`src/rtl/rxpg_pkg.sv`:
```
// Package: shared constants and state type for the receive preamble gate.
// Assumes an 8-bit byte interface from the PHY.
package rxpg_pkg;
    localparam logic [7:0] PRE_BYTE = 8'h55;
    localparam logic [7:0] SFD_BYTE = 8'hD5;

    typedef enum logic [1:0] {
        ST_IDLE = 2'd0,
        ST_PRE  = 2'd1,
        ST_BODY = 2'd2,
        ST_DROP = 2'd3
    } gate_state_t;
endpackage

```
`src/rtl/rxpg_pre_track.sv`:
```
// Module: rxpg_pre_track
// Counts preamble bytes, saturating at the limit, and remembers whether any
// preamble byte was wrong or flagged with an error. Assumes rx_dv is low
// between frames; the low time clears the record.
module rxpg_pre_track #(
    parameter int PRE_LIMIT = 12,
    parameter int CNT_W     = $clog2(PRE_LIMIT + 1)
) (
    input  logic             clk,
    input  logic             rst_n,
    input  logic             rx_dv,
    input  logic             take,
    input  logic [7:0]       rx_byte,
    input  logic             rx_er,
    output logic [CNT_W-1:0] cnt,
    output logic             bad_seen,
    output logic             too_long
);
    import rxpg_pkg::*;

    localparam logic [CNT_W-1:0] LIMIT_V = CNT_W'(PRE_LIMIT);

    // Purpose: saturating count of preamble bytes and sticky content-fault flag.
    always_ff @(posedge clk) begin
        if (!rst_n) begin
            cnt      <= '0;
            bad_seen <= 1'b0;
        end else if (!rx_dv) begin
            cnt      <= '0;
            bad_seen <= 1'b0;
        end else if (take) begin
            if (cnt != LIMIT_V) cnt <= cnt + 1'b1;
            if ((rx_byte != PRE_BYTE) || rx_er) bad_seen <= 1'b1;
        end
    end

    // Purpose: flag a preamble that has reached the length limit.
    always_comb too_long = (cnt >= LIMIT_V);

    // counter never exceeds the limit, so it cannot wrap.
    a_r6_cnt_saturates: assert property (@(posedge clk) disable iff (!rst_n)
        cnt <= LIMIT_V);

    // once at the limit, more preamble bytes keep it there.
    a_r6_cnt_holds: assert property (@(posedge clk) disable iff (!rst_n)
        (cnt == LIMIT_V && rx_dv && take) |=> (!rx_dv || cnt == LIMIT_V) || !$past(rst_n));
endmodule

```
`src/rtl/rxpg_ctrl.sv`:
```
// Module: rxpg_ctrl
// Frame state machine: finds the first delimiter, applies the enabled checks,
// and steers bytes into the body path or into discard. Assumes a frame starts
// on a rising rx_dv; a frame in progress at reset is ignored until rx_dv drops.
module rxpg_ctrl (
    input  logic       clk,
    input  logic       rst_n,
    input  logic       rx_dv,
    input  logic       rx_er,
    input  logic [7:0] rx_byte,
    input  logic       chk_content_en,
    input  logic       chk_length_en,
    input  logic       bad_seen,
    input  logic       too_long,
    output logic       pre_take,
    output logic       body_start,
    output logic       body_take,
    output logic       body_end,
    output logic       drop_flag
);
    import rxpg_pkg::*;

    gate_state_t state, state_nx;
    logic        dv_q;
    logic        start, in_pre, is_sfd, sfd_hit, fail, lost_sfd;

    // Purpose: decode the current byte's role and the check outcome.
    always_comb begin
        start      = (state == ST_IDLE) && rx_dv && !dv_q;
        in_pre     = start || ((state == ST_PRE) && rx_dv);
        is_sfd     = (rx_byte == SFD_BYTE);
        pre_take   = in_pre && !is_sfd;
        sfd_hit    = in_pre && is_sfd;
        fail       = (chk_content_en && (bad_seen || rx_er)) ||
                     (chk_length_en && too_long);
        body_start = sfd_hit && !fail;
        body_take  = (state == ST_BODY) && rx_dv;
        body_end   = (state == ST_BODY) && !rx_dv;
        lost_sfd   = (state == ST_PRE) && !rx_dv;
    end

    // Purpose: next-state selection.
    always_comb begin
        state_nx = state;
        unique case (state)
            ST_IDLE: if (start) state_nx = is_sfd ? (fail ? ST_DROP : ST_BODY) : ST_PRE;
            ST_PRE:  if (!rx_dv) state_nx = ST_IDLE;
                     else if (is_sfd) state_nx = fail ? ST_DROP : ST_BODY;
            ST_BODY: if (!rx_dv) state_nx = ST_IDLE;
            ST_DROP: if (!rx_dv) state_nx = ST_IDLE;
            default: state_nx = ST_IDLE;
        endcase
    end

    // Purpose: state, previous-valid and discard pulse registers.
    always_ff @(posedge clk) begin
        if (!rst_n) begin
            state     <= ST_IDLE;
            dv_q      <= 1'b1;
            drop_flag <= 1'b0;
        end else begin
            state     <= state_nx;
            dv_q      <= rx_dv;
            drop_flag <= (sfd_hit && fail) || lost_sfd;
        end
    end

    // discard is a single-cycle pulse.
    a_r8_drop_single: assert property (@(posedge clk) disable iff (!rst_n)
        drop_flag |=> !drop_flag);

    // while discarding, nothing enters the body path.
    a_r8_drop_blocks_body: assert property (@(posedge clk) disable iff (!rst_n)
        (drop_flag && rx_dv) |-> !body_take);
endmodule

```
`src/rtl/rxpg_body_out.sv`:
```
// Module: rxpg_body_out
// One-byte hold stage so the last body byte can carry the end marker when
// rx_dv falls. Assumes body_take and body_end are never high together.
module rxpg_body_out (
    input  logic       clk,
    input  logic       rst_n,
    input  logic       body_start,
    input  logic       body_take,
    input  logic       body_end,
    input  logic [7:0] rx_byte,
    output logic       body_valid,
    output logic [7:0] body_byte,
    output logic       body_sof,
    output logic       body_eof
);
    logic       hold_v, hold_first, arm_first;
    logic [7:0] hold_b;

    // Purpose: load the hold register and release the previous byte with markers.
    always_ff @(posedge clk) begin
        if (!rst_n) begin
            hold_v     <= 1'b0;
            hold_first <= 1'b0;
            arm_first  <= 1'b0;
            hold_b     <= '0;
            body_valid <= 1'b0;
            body_byte  <= '0;
            body_sof   <= 1'b0;
            body_eof   <= 1'b0;
        end else begin
            body_valid <= 1'b0;
            body_sof   <= 1'b0;
            body_eof   <= 1'b0;
            if (body_start) arm_first <= 1'b1;
            if (body_take) begin
                if (hold_v) begin
                    body_valid <= 1'b1;
                    body_byte  <= hold_b;
                    body_sof   <= hold_first;
                end
                hold_b     <= rx_byte;
                hold_v     <= 1'b1;
                hold_first <= arm_first;
                arm_first  <= 1'b0;
            end else if (body_end) begin
                if (hold_v) begin
                    body_valid <= 1'b1;
                    body_byte  <= hold_b;
                    body_sof   <= hold_first;
                    body_eof   <= 1'b1;
                end
                hold_v <= 1'b0;
            end
        end
    end

    // after the frame ends the hold stage is empty.
    a_r7_hold_flushed: assert property (@(posedge clk) disable iff (!rst_n)
        body_end |=> !hold_v);
endmodule

```
`src/rtl/rx_preamble_gate.sv`:
```
// Module: rx_preamble_gate (top)
// Validates the receive preamble under two separate enables and forwards the
// frame body with start/end markers, or pulses a discard flag. Assumes a byte
// stream with rx_dv low for at least one cycle between frames.
module rx_preamble_gate #(
    parameter int PRE_LIMIT = 12
) (
    input  logic       clk,
    input  logic       rst_n,
    input  logic       rx_dv,
    input  logic       rx_er,
    input  logic [7:0] rx_byte,
    input  logic       chk_content_en,
    input  logic       chk_length_en,
    output logic       body_valid,
    output logic [7:0] body_byte,
    output logic       body_sof,
    output logic       body_eof,
    output logic       drop_flag
);
    localparam int CNT_W = $clog2(PRE_LIMIT + 1);

    logic [CNT_W-1:0] pre_cnt;
    logic             bad_seen, too_long;
    logic             pre_take, body_start, body_take, body_end;

    rxpg_pre_track #(.PRE_LIMIT(PRE_LIMIT), .CNT_W(CNT_W)) u_track (
        .clk(clk), .rst_n(rst_n), .rx_dv(rx_dv), .take(pre_take),
        .rx_byte(rx_byte), .rx_er(rx_er),
        .cnt(pre_cnt), .bad_seen(bad_seen), .too_long(too_long)
    );

    rxpg_ctrl u_ctrl (
        .clk(clk), .rst_n(rst_n), .rx_dv(rx_dv), .rx_er(rx_er),
        .rx_byte(rx_byte), .chk_content_en(chk_content_en),
        .chk_length_en(chk_length_en), .bad_seen(bad_seen),
        .too_long(too_long), .pre_take(pre_take), .body_start(body_start),
        .body_take(body_take), .body_end(body_end), .drop_flag(drop_flag)
    );

    rxpg_body_out u_out (
        .clk(clk), .rst_n(rst_n), .body_start(body_start),
        .body_take(body_take), .body_end(body_end), .rx_byte(rx_byte),
        .body_valid(body_valid), .body_byte(body_byte),
        .body_sof(body_sof), .body_eof(body_eof)
    );

    // a discard pulse never coincides with forwarded data.
    a_r8_no_data_on_drop: assert property (@(posedge clk) disable iff (!rst_n)
        drop_flag |-> !body_valid);

    // markers only ride on valid bytes.
    a_r7_sof_valid: assert property (@(posedge clk) disable iff (!rst_n)
        (body_sof || body_eof) |-> body_valid);

    // two idle cycles drain the output completely.
    a_r7_drains: assert property (@(posedge clk) disable iff (!rst_n)
        (!rx_dv ##1 !rx_dv) |=> !body_valid);
endmodule

```
`config.mk`:
```
export PLATFORM = sky130hd
export DESIGN_NAME = rx_preamble_gate
export DESIGN_NICKNAME = d
export VERILOG_FILES = /design/src/rtl/rxpg_pkg.sv /design/src/rtl/rxpg_pre_track.sv /design/src/rtl/rxpg_ctrl.sv /design/src/rtl/rxpg_body_out.sv /design/src/rtl/rx_preamble_gate.sv
export SDC_FILE = /design/constraint.sdc
export NUM_CORES = 1
export LEC_CHECK = 0
export BUFFER_PORTS_ARGS = -buffer_cell sky130_fd_sc_hd__buf_2
export CORE_UTILIZATION = 29
export CTS_CLUSTER_SIZE = 12
export DETAILED_ROUTE_END_ITERATION = 10
export PLACE_DENSITY_LB_ADDON = 0.2
export SLEW_MARGIN = 20
export SYNTH_ARGS = -nofsm -noshare
export SYNTH_HDL_FRONTEND = slang
export SYNTH_HIERARCHICAL = 1
export SYNTH_SLANG_ARGS = --single-unit
```
`constraint.sdc`:
```
create_clock -name clk -period 2.2 [get_ports clk]
set_clock_uncertainty 0.15 [all_clocks]
set_input_delay 0.33 -clock clk [delete_from_list [all_inputs] [get_ports clk]]
set_output_delay 0.33 -clock clk [all_outputs]
set_load 0.01 [all_outputs]
```
==> metrics, run 1 <==
Mean Syn Cell Area 9.724 sq um; final hold violations 0; Remaining DRCs 4; Worst-Skew Late Latency 280 ps; Yosys reg bits 31; setup TNS 0 ps; total number of vias 1,046; post_cts resized 0; Fill cells 476; Seq/Total Area, Yosys 45.59%; area of the multi-input gates 678.2 sq um; critical path's slowest cell o21a_1; Setup Crit Path Kind register to register; Post-Route WL 2.790 mm; Post-CTS Setup Bufs 0; initial antenna violation count 0; max_cap viols 0; endpoints failing setup 0; worst reg2reg path startpoint u_ctrl/state[1]; Power per Cell Area 731.9 nW/um^2; Reg clk slew, reported paths 70 ps; fin crit share 80.84%; Cells after Synth 140; die area 4972 sq um; crit path cell chain nor3b_1 > o21a_1 > mux2i_1; Pleak 0.6133 nW; Slew @ Worst Pin 466.6 ps; Critical Path Sink Type register; slew margin rel. 68.89%; CTS root buffer clkbuf_8; drt pass-1 iters 7; first-pass GRT wire length 4.795 mm; Routed Antenna Nets 0; slowest stage delay, CP 470 ps; RSZ-0062 raised after global routing false; largest area contributor in the netlist dfxtp_1; total track usage 12.68%; failing checks design-rule violations; max-slew violation count 0; Layout Nets 184; Critical Path AT 1840 ps; Iteration-0 DRC Markers 46; FF/Latch Area 620.6 sq um; CTS tree done; placed inst area 1519 sq um; Tmin final 1778 ps; top cell type's share of synthesized area 45.59%; CTS HTree Levels 2; cell area after layout 1637 sq um; Fmax 562.3 MHz; drt via density 4.733; largest cells by area after synthesis dfxtp_1 (46%), mux2i_1 (13%), nand2_1 (6.3%); Hold Path Origin rst_n; Hold-fix buffers, CTS 0; Synthesis Warnings 6; number of diodes 0; clk sinks 31; Core Region 4444 sq um; Worst Setup Start Kind register; count of different cell masters after synthesis 38; vias in the first global route 1,090; outcome finished, violations left; critical path fanouts, max 8; io pins 26; remaining global-route overflow 0; data required time of the critical path 2260 ps; Die X-Extent 70.52 um; Post-Synthesis Cell Area 1361 sq um; Buffers on Ports 25; FP Rows 24; Die Ht 70.52 um; maximum vdd drop 0.2039 mV; Hold Crit Class input port to register; CTS Buf Count 5; clk buf depth 2; Initial Util 30.63%; average wire per cell in the routed design 12.62 um; GP Congestion 0.7453; share of post-route cells with drive strength above 1 26.63%; Area Growth Syn to Fin 20.22%; largest net degree at the start of global routing 31; Critical path origin u_ctrl/state[1]; syn_nets 156; Post-DP HPWL 2.081 mm
## registers in the layout (all words and copies together), names as in the netlist
name and count:
u_out/body_valid 1, u_out/body_byte 8, u_out/hold_first 1, u_out/body_eof 1, u_out/hold_v 1, u_track/bad_seen 1
u_out/body_sof 1, u_ctrl/state 2, u_ctrl/drop_flag 1, u_out/hold_b 8, u_out/arm_first 1, u_ctrl/dv_q 1
u_track/cnt 4
## metal layers
| metal | share of wire, % | vias to the layer above | GRT usage, % |
|---|---|---|---|
| met2 | 51 | 16 | 22.44 |
| li1 | - | 539 | - |
| met5 | 0 | - | 0 |
| met4 | 2.2 | 0 | 6.122 |
| met1 | 43 | 485 | 13.46 |
| met3 | 3.5 | 6 | 4.329 |
## metrics by stage
stage	util (%)	power, W	hold WS (ps)	instances	setup WS [ps]
floorplan	-	0.0006065	269.3	140	711.5
global placement	34.18	0.0006305	293.3	213	462.5
detailed placement	34.18	0.0006314	302.5	213	367.0
CTS	36.82	0.001217	122.9	221	370.6
global route	36.82	0.001249	134.6	221	324.2
finish	36.82	0.001198	126.3	221	421.5
## path summary, 6_finish.rpt
check / slack [ps] / end / cells past startpoint
max: 420 / u_out/body_byte[3] / 3
max reg2reg: 420 / u_out/body_byte[3] / 3
min reg2reg: 310 / u_out/body_byte[6] / 2
min: 130 / u_ctrl/dv_q / 2
## critical path, delay by kind of cell, from the launching register on
kind	cells	cell delay (ps)
AOI/OAI and AO/OA	1	470
DFF	1	420
muxes	1	250
and+or+nand+nor	1	430
## area by class of cell
type	instances	area share [%]
multi-input combinational	100	41.44
sequential	31	37.92
timing repair buffer	28	9.021
inverter	2	0.4587
clock buffer	6	5.046
clock inverter	2	2.141
tap	52	3.976
## layout by cell type (no fill, tap or decap), drive strengths merged, types with 2 or more instances in the layout
cell and count:
a21o 2, a21oi 5, and2 2, and4 2, and4b 2, buf 28
clkbuf 6, dfxtp 31, ha 2, inv 2, mux2i 17, nand2 23
nand3 4, nor2 5, nor2b 10, nor3 3, nor3b 4, o21a 2
o21ai 2, or3b 2
## synthesized netlist by cell type, drive strengths merged
master,number
o31ai,1
a21o,2
nor2,5
buf,6
dfxtp,31
a31oi,1
and3,1
mux2i,17
or2b,1
inv,2
or3b,2
o21ai,2
nor3,3
nor2b,10
or2,1
and4b,2
o22ai,1
and4bb,1
and4,2
and2,2
ha,2
o21a,2
and3b,1
a21oi,5
nand3b,1
nand2b,1
nand2,23
nand4,1
nand3,4
nor4bb,1
clkbuf,1
nor3b,4
nor4b,1
## kinds of logic (layout without fill, tap and decap cells)
group           count (synthesis)  count (layout)  synth area share, %
compound gates                 14              14                6.434
fa+ha+maj                       2               2                1.838
mux                            17              17                12.50
buf+inv                         9              38                4.596
flops                          31              31                45.59
simple gates                   67              67                29.05
## report_power, final
| part | internal [W] | switching [W] |
|---|---|---|
| combinational | 0.0000230 | 0.0000291 |
| clock | 0.000366 | 0.000213 |
| sequential | 0.000564 | 0.00000193 |
(Power assumes the default switching activity.)
==> run 2: changes to the inputs <==
--- a/config.mk
+++ b/config.mk
@@ -5,6 +5,7 @@
 export SDC_FILE = /design/constraint.sdc
 export NUM_CORES = 1
 export LEC_CHECK = 0
+export ABC_AREA = 1
 export BUFFER_PORTS_ARGS = -buffer_cell sky130_fd_sc_hd__buf_2
 export CORE_UTILIZATION = 29
 export CTS_CLUSTER_SIZE = 12
==> constraint.sdc (replaced) <==
create_clock -name clk -period 1.82 [get_ports clk]
set_clock_uncertainty 0.15 [all_clocks]
set_input_delay 0.273 -clock clk [delete_from_list [all_inputs] [get_ports clk]]
set_output_delay 0.273 -clock clk [all_outputs]
set_load 0.01 [all_outputs]
==> metrics, run 2 <==
data required time of the critical path 1840 ps (was 2260 ps); top cell type's share of synthesized area 42.21% (was 45.59%); Pleak 0.8204 nW (was 0.6133 nW); Mean Syn Cell Area 7.001 sq um (was 9.724 sq um); endpoints failing setup 0 (unchanged); clk buf depth 2 (unchanged); count of different cell masters after synthesis 26 (was 38); share of post-route cells with drive strength above 1 21.34% (was 26.63%); average wire per cell in the routed design 9.072 um (was 12.62 um); outcome completed (was finished, violations left); highest metal used met4 (unchanged); drt pass-1 iters 4 (was 7); Cells after Synth 210 (was 140); Die Ht 73.20 um (was 70.52 um); Fill cells 537 (was 476); vias in the first global route 1,046 (was 1,090); drt via density 4.049 (was 4.733); max_cap viols 0 (unchanged); Post-Synthesis Cell Area 1470 sq um (was 1361 sq um); post-synthesis xor/xnor area fraction 0.5957% (was 0%); RSZ-0062 raised after global routing false (unchanged); Synthesis Warnings 6 (unchanged); combinational family with the most area after synthesis simple AND/OR/NAND/NOR gates (unchanged); io pins 26 (unchanged); Worst-Skew Late Latency 280 ps (about the same); Synth Area in Adders 1.702% (was 1.838%); FP Rows 25 (was 24); DR WL met3 120 um (was 97 um); most frequent cells in the layout nand2_1 (41), inv_1 (35), nor2_1 (34) (was dfxtp_1 (31), buf_2 (25), nand2_1 (23)); remaining global-route overflow 0 (unchanged); Routed Antenna Nets 0 (unchanged); placed inst area 1648 sq um (was 1519 sq um); Bufs and invs on worst path 1 (was 0); Post-Route WL 2.776 mm (was 2.790 mm); Critical Path AT 1560 ps (was 1840 ps); Yosys reg bits 31 (unchanged); EDFF count, synth 0 (unchanged); GP Congestion 0.8116 (was 0.7453); initial antenna violation count 0 (unchanged); total track usage 11.80% (was 12.68%); slew margin rel. 78.04% (was 68.89%); CTS Buf Count 5 (unchanged); Die X-Extent 73.20 um (was 70.52 um); top flop regs u_out/body_byte: 8 flops, u_out/hold_b: 8 flops, u_track/cnt: 4 flops (unchanged); total number of vias 1,239 (was 1,046); most frequent cells after synthesis nand2_1 (41), inv_1 (35), nor2_1 (34), dfxtp_1 (31), a21oi_1 (17) (was dfxtp_1 (31), nand2_1 (23), mux2i_1 (17), nor2b_1 (10)); crit path cell chain nor2_2 > nand3_1 > nand2_1 > nand2_1 > inv_1 > nand2_2 > nor2_2 > nand2_1 > nand2_1 > nor2_1 (was nor3b_1 > o21a_1 > mux2i_1); Compound-Gate Fraction of Synth Area 11.91% (was 6.434%); slowest stage delay, CP 360 ps (was 470 ps); max-slew violation count 0 (unchanged); final hold violations 0 (unchanged); CTS tree done (unchanged); Area Growth Syn to Fin 18.04% (was 20.22%); most used flip-flop cell after synthesis dfxtp_1 (unchanged); Remaining DRCs 0 (was 4); Reg clk slew, reported paths 60 ps (was 70 ps); Post-DP HPWL 2.116 mm (was 2.081 mm); Hold-fix buffers, CTS 0 (unchanged); Seq/Total Area, Yosys 42.21% (was 45.59%); fin crit share 84.47% (was 80.84%); Tmin final 1537 ps (was 1778 ps); Iteration-0 DRC Markers 62 (was 46); Initial Util 30.72% (was 30.63%); Power per Cell Area 1014 nW/um^2 (was 731.9 nW/um^2); met2 WL 1.201 mm (was 1.421 mm); Setup Crit Path Kind register to register (unchanged); post_cts resized 0 (unchanged); Hold Crit Class input port to register (unchanged); Synth Area in Simple Gates 30.47% (was 29.04%); syn_nets 226 (was 156); Routed met1 length 1.408 mm (was 1.210 mm); Fmax 650.5 MHz (was 562.3 MHz); Critical Path Sink Type register (unchanged); most frequent CP cell nand2_1; Slew @ Worst Pin 328.9 ps (was 466.6 ps); cell area after layout 1735 sq um (was 1637 sq um); largest area contributor in the netlist dfxtp_1 (unchanged); number of diodes 0 (unchanged); Worst Setup Start Kind register (unchanged); Core Region 4786 sq um (was 4444 sq um); largest cells by area after synthesis dfxtp_1 (42%), nand2_1 (10%), inv_1 (8.9%) (was dfxtp_1 (46%), mux2i_1 (13%), nand2_1 (6.3%)); largest net degree at the start of global routing 22 (was 31); commonest non-fill, non-tap cell in the layout nand2_1 (was dfxtp_1); die area 5358 sq um (was 4972 sq um); maximum vdd drop 0.3890 mV (was 0.2039 mV); CTS root buffer clkbuf_8 (unchanged); setup TNS 0 ps (unchanged); clk sinks 31 (unchanged); async set-reset flop share out of synthesis 0% (unchanged); CTS HTree Levels 2 (unchanged); Post-CTS Setup Bufs 0 (unchanged); mux cell area share after synthesis 0% (was 12.50%); count leader, synth nand2_1 (was dfxtp_1); first-pass GRT wire length 4.719 mm (was 4.795 mm); Buffers on Ports 25 (unchanged); Top Family by Delay on Critical Path simple AND/OR/NAND/NOR gates (was compound AO/OA/AOI/OAI gates); critical path's slowest cell dfxtp_1 (was o21a_1); critical path fanouts, max 6 (was 8); Layout Nets 255 (was 184)
## run 2: changes by cell type in the layout (fill, tap and decap cells not counted), moves of 7 or more
cell | previous run | this run
o21ai_0 | 2 | 9
a21oi_1 | 5 | 17
nor2_1 | 5 | 34
nand2_1 | 23 | 41
nand3_1 | 3 | 12
nor2b_1 | 10 | 0
inv_1 | 2 | 35
mux2i_1 | 17 | 0
## run 2: worst paths after layout
check	to	from	depth (start not counted)	slack, ps
worst min register to register	u_out/body_sof	u_out/hold_first	2	300
worst max register to register	u_track/cnt[3]	u_ctrl/state[0]	10	280
worst max-delay path	u_track/cnt[3]	u_ctrl/state[0]	10	280
worst min-delay path	u_out/hold_b[7]	rx_byte[7]	3	150
## run 2: power breakdown
| part | switching (W) | total, W | leakage [nW] | internal, W |
|---|---|---|---|---|
| clock | 0.000242 | 0.000538 | 0.0470 | 0.000296 |
| combinational | 0.000271 | 0.000426 | 0.522 | 0.000155 |
| sequential | 0.0000432 | 0.000796 | 0.251 | 0.000753 |
| total | 0.000556 | 0.00176 | 0.820 | 0.00120 |
## run 2: layout make-up
cell class | instances | area (sq um) | area share, %
clock buffers | 6 | 82.58 | 4.758
clock inverters | 1 | 5.005 | 0.2884
inverters | 39 | 146.4 | 8.435
multi-input cells | 135 | 656.9 | 37.85
flip-flops and latches | 31 | 620.6 | 35.76
well taps | 67 | 83.83 | 4.831
repair buffers | 27 | 140.1 | 8.075
## run 2: tightest hold or removal path, delay by kind of cell
kind                   cells  cell delay (ps)
buffers and inverters      1              110
AOI/OAI and AO/OA          2              150
## run 2: kinds of logic after synthesis
kind of cell             after synthesis
flip-flops                            31
buffers and inverters                 44
AO/OA/AOI/OAI                         31
adder cells (fa/ha/maj)                2
XOR/XNOR                               1
AND/OR/NAND/NOR                      101
## run 2: per-stage QoR
stage / instances / util [%] / hold WS [ps] / setup WS [ps] / power [W]
after floorplan: 210 / - / 213.5 / 409.5 / 0.001155
after global placement: 299 / 34.43 / 290.9 / 327.5 / 0.001237
after detailed placement: 299 / 34.43 / 294.9 / 298.7 / 0.001237
after CTS: 306 / 36.26 / 145.3 / 273.7 / 0.001797
after global routing: 306 / 36.26 / 154.1 / 115.1 / 0.001888
final: 306 / 36.26 / 147.8 / 282.6 / 0.001759
## run 2: routing by layer
metal | up-vias | GRT usage [%]
li1 | 704 | -
met1 | 510 | 15.63
met2 | 20 | 16.77
met3 | 5 | 3.867
met4 | 0 | 6.536
met5 | - | 0
==> run 3: changes to the inputs <==
==> constraint.sdc (replaced) <==
create_clock -name clk -period 1.5 [get_ports clk]
set_clock_uncertainty 0.15 [all_clocks]
set_input_delay 0.225 -clock clk [delete_from_list [all_inputs] [get_ports clk]]
set_output_delay 0.225 -clock clk [all_outputs]
set_load 0.01 [all_outputs]
==> metrics, run 3 (synthesis gave the netlist of run 2 again) <==
outcome completed (unchanged); Routed Antenna Nets 0 (unchanged); number of diodes 0 (unchanged); Reg clk slew, reported paths 70 ps (was 60 ps); worst reg2reg path startpoint u_ctrl/state[0] (unchanged); Die Ht 73.20 um (unchanged); Critical Path AT 1420 ps (was 1560 ps); max-slew violation count 0 (unchanged); Buffers on Ports 25 (unchanged); r2r setup slk 110 ps (was 280 ps); most frequent CP cell nand2_1 (unchanged); largest net degree at the start of global routing 22 (unchanged); FP Rows 25 (unchanged); Layout Nets 259 (was 255); crit path cell chain nor2_2 > nand3_2 > nand2_1 > nand2_1 > inv_2 > nand2_4 > nor2_2 > nand2_1 > nand2_1 > nor2_1 (was nor2_2 > nand3_1 > nand2_1 > nand2_1 > inv_1 > nand2_2 > nor2_2 > nand2_1 > nand2_1 > nor2_1); Tmin final 1387 ps (was 1537 ps); drt pass-1 iters 4 (unchanged); Worst Setup Start Kind register (unchanged); Pleak 0.8617 nW (was 0.8204 nW); CTS tree done (unchanged); Hold Path End u_ctrl/state[0] (was u_out/hold_b[7]); remaining global-route overflow 0 (unchanged); Setup Crit Path Kind register to register (unchanged); Hold Path Origin rst_n (was rx_byte[7]); GP Congestion 0.7588 (was 0.8116); Top Family by Delay on Critical Path simple AND/OR/NAND/NOR gates (unchanged); max_cap viols 0 (unchanged); Die X-Extent 73.20 um (unchanged); Critical Path Sink Type register (unchanged); maximum vdd drop 0.5564 mV (was 0.3890 mV); Worst-Skew Late Latency 280 ps (about the same); Hold Crit Class input port to register (unchanged); clk buf depth 2 (unchanged); Critical R2R Capture u_track/cnt[3] (unchanged); die area 5358 sq um (unchanged); critical path fanouts, max 6 (unchanged); Area Growth Syn to Fin 24.68% (was 18.04%); Fill cells 518 (was 537); final design utilization 38.30% (was 36.26%); Post-DP HPWL 2.200 mm (was 2.116 mm); r2r worst-path depth 10 (unchanged); data required time of the critical path 1540 ps (was 1840 ps); slew margin rel. 85.99% (was 78.04%); hold depth 3 (unchanged); CTS HTree Levels 2 (unchanged); io pins 26 (unchanged); Remaining DRCs 0 (unchanged); total number of vias 1,269 (was 1,239); FF/Latch Area 625.6 sq um (was 620.6 sq um); RSZ-0062 raised after global routing false (unchanged); critical path's slowest cell dfxtp_4 (was dfxtp_1); area of the multi-input gates 674.4 sq um (was 656.9 sq um); most frequent cells in the layout nand2_1 (41), inv_1 (34), nor2_1 (33) (was nand2_1 (41), inv_1 (35), nor2_1 (34)); Core Region 4786 sq um (unchanged); CTS Buf Count 5 (unchanged); Initial Util 30.72% (unchanged); average wire per cell in the routed design 9.688 um (was 9.072 um); CTS root buffer clkbuf_8 (unchanged); Fmax 721.0 MHz (was 650.5 MHz); Slew @ Worst Pin 208.4 ps (was 328.9 ps); clk sinks 31 (unchanged); setup TNS 0 ps (unchanged); Power per Cell Area 1330 nW/um^2 (was 1014 nW/um^2); initial antenna violation count 0 (unchanged); top flop regs u_out/body_byte: 8 flops, u_out/hold_b: 8 flops, u_track/cnt: 4 flops (unchanged); total track usage 12.82% (was 11.80%); share of post-route cells with drive strength above 1 25.41% (was 21.34%); fin crit share 92.46% (was 84.47%); Iteration-0 DRC Markers 59 (was 62); Post-Route WL 3.013 mm (was 2.776 mm); Hold-fix buffers, CTS 0 (unchanged); final hold violations 0 (unchanged); first-pass GRT wire length 5.037 mm (was 4.719 mm); drt via density 4.080 (was 4.049); Bufs and invs on worst path 1 (unchanged); endpoints failing setup 0 (unchanged); slowest stage delay, CP 370 ps (was 360 ps); commonest non-fill, non-tap cell in the layout nand2_1 (unchanged); vias in the first global route 1,091 (was 1,046)
## run 3: routing by layer
layer / share of wire (%) / global-route usage (%) / vias to the layer above
li1: - / - / 712
met1: 51 / 17.30 / 522
met2: 42 / 18.00 / 29
met3: 5.3 / 5.110 / 6
met4: 1.7 / 5.229 / 0
met5: 0 / 0 / -
## run 3: worst register-to-register path, cell delays in order, from the launching register on
cell,delay [ps]
dfxtp_4,370
nor2_2,130
nand3_2,80
nand2_1,100
nand2_1,60
inv_2,70
nand2_4,70
nor2_2,120
nand2_1,60
nand2_1,50
nor2_1,30
## run 3: worst max-delay path by stage
| stage | endpoint | cells after the start | from |
|---|---|---|---|
| global placement | u_out/body_byte[5] | 7 | u_ctrl/state[1] |
| global route | u_track/cnt[3] | 10 | u_ctrl/state[0] |
| floorplan | u_track/cnt[3] | 10 | u_ctrl/state[0] |
| CTS | u_out/body_sof | 6 | u_ctrl/state[1] |
| detailed placement | u_out/body_sof | 6 | u_ctrl/state[1] |
| finish | u_track/cnt[3] | 10 | u_ctrl/state[0] |
## run 3: what timing repair did
action | in CTS | in global routing
buffers inserted | 0 | 1
endpoints found under the setup margin | 0 | 15
resized for setup | 0 | 10
## run 3: through the flow
stage / power, W / hold WS (ps) / instances / setup slack [ps] / area (sq um)
6_report: 0.002437 / 75.51 / 311 / 113.1 / 1833
5_1_grt: 0.002583 / 62.62 / 311 / 12.12 / 1833
4_1_cts: 0.002426 / 68.83 / 310 / 4.341 / 1800
3_5_place_dp: 0.001550 / 293.7 / 302 / 21.33 / 1683
3_3_place_gp: 0.001542 / 290.3 / 302 / 45.62 / 1683
2_1_floorplan: 0.001401 / 165.5 / 210 / 89.50 / 1470
## run 3: area by class of cell
type	instances	share of cell area (%)
clock buffer	6	4.505
sequential	31	34.13
timing repair buffer	31	9.966
tap	67	4.573
multi-input combinational	135	36.79
clock inverter	2	1.911
inverter	39	8.123
## run 3: where the power goes
| part | switching, W | internal [W] |
|---|---|---|
| Sequential | 0.0000576 | 0.000921 |
| Combinational | 0.000357 | 0.000235 |
| Clock | 0.000330 | 0.000537 |
| Total | 0.000744 | 0.00169 |
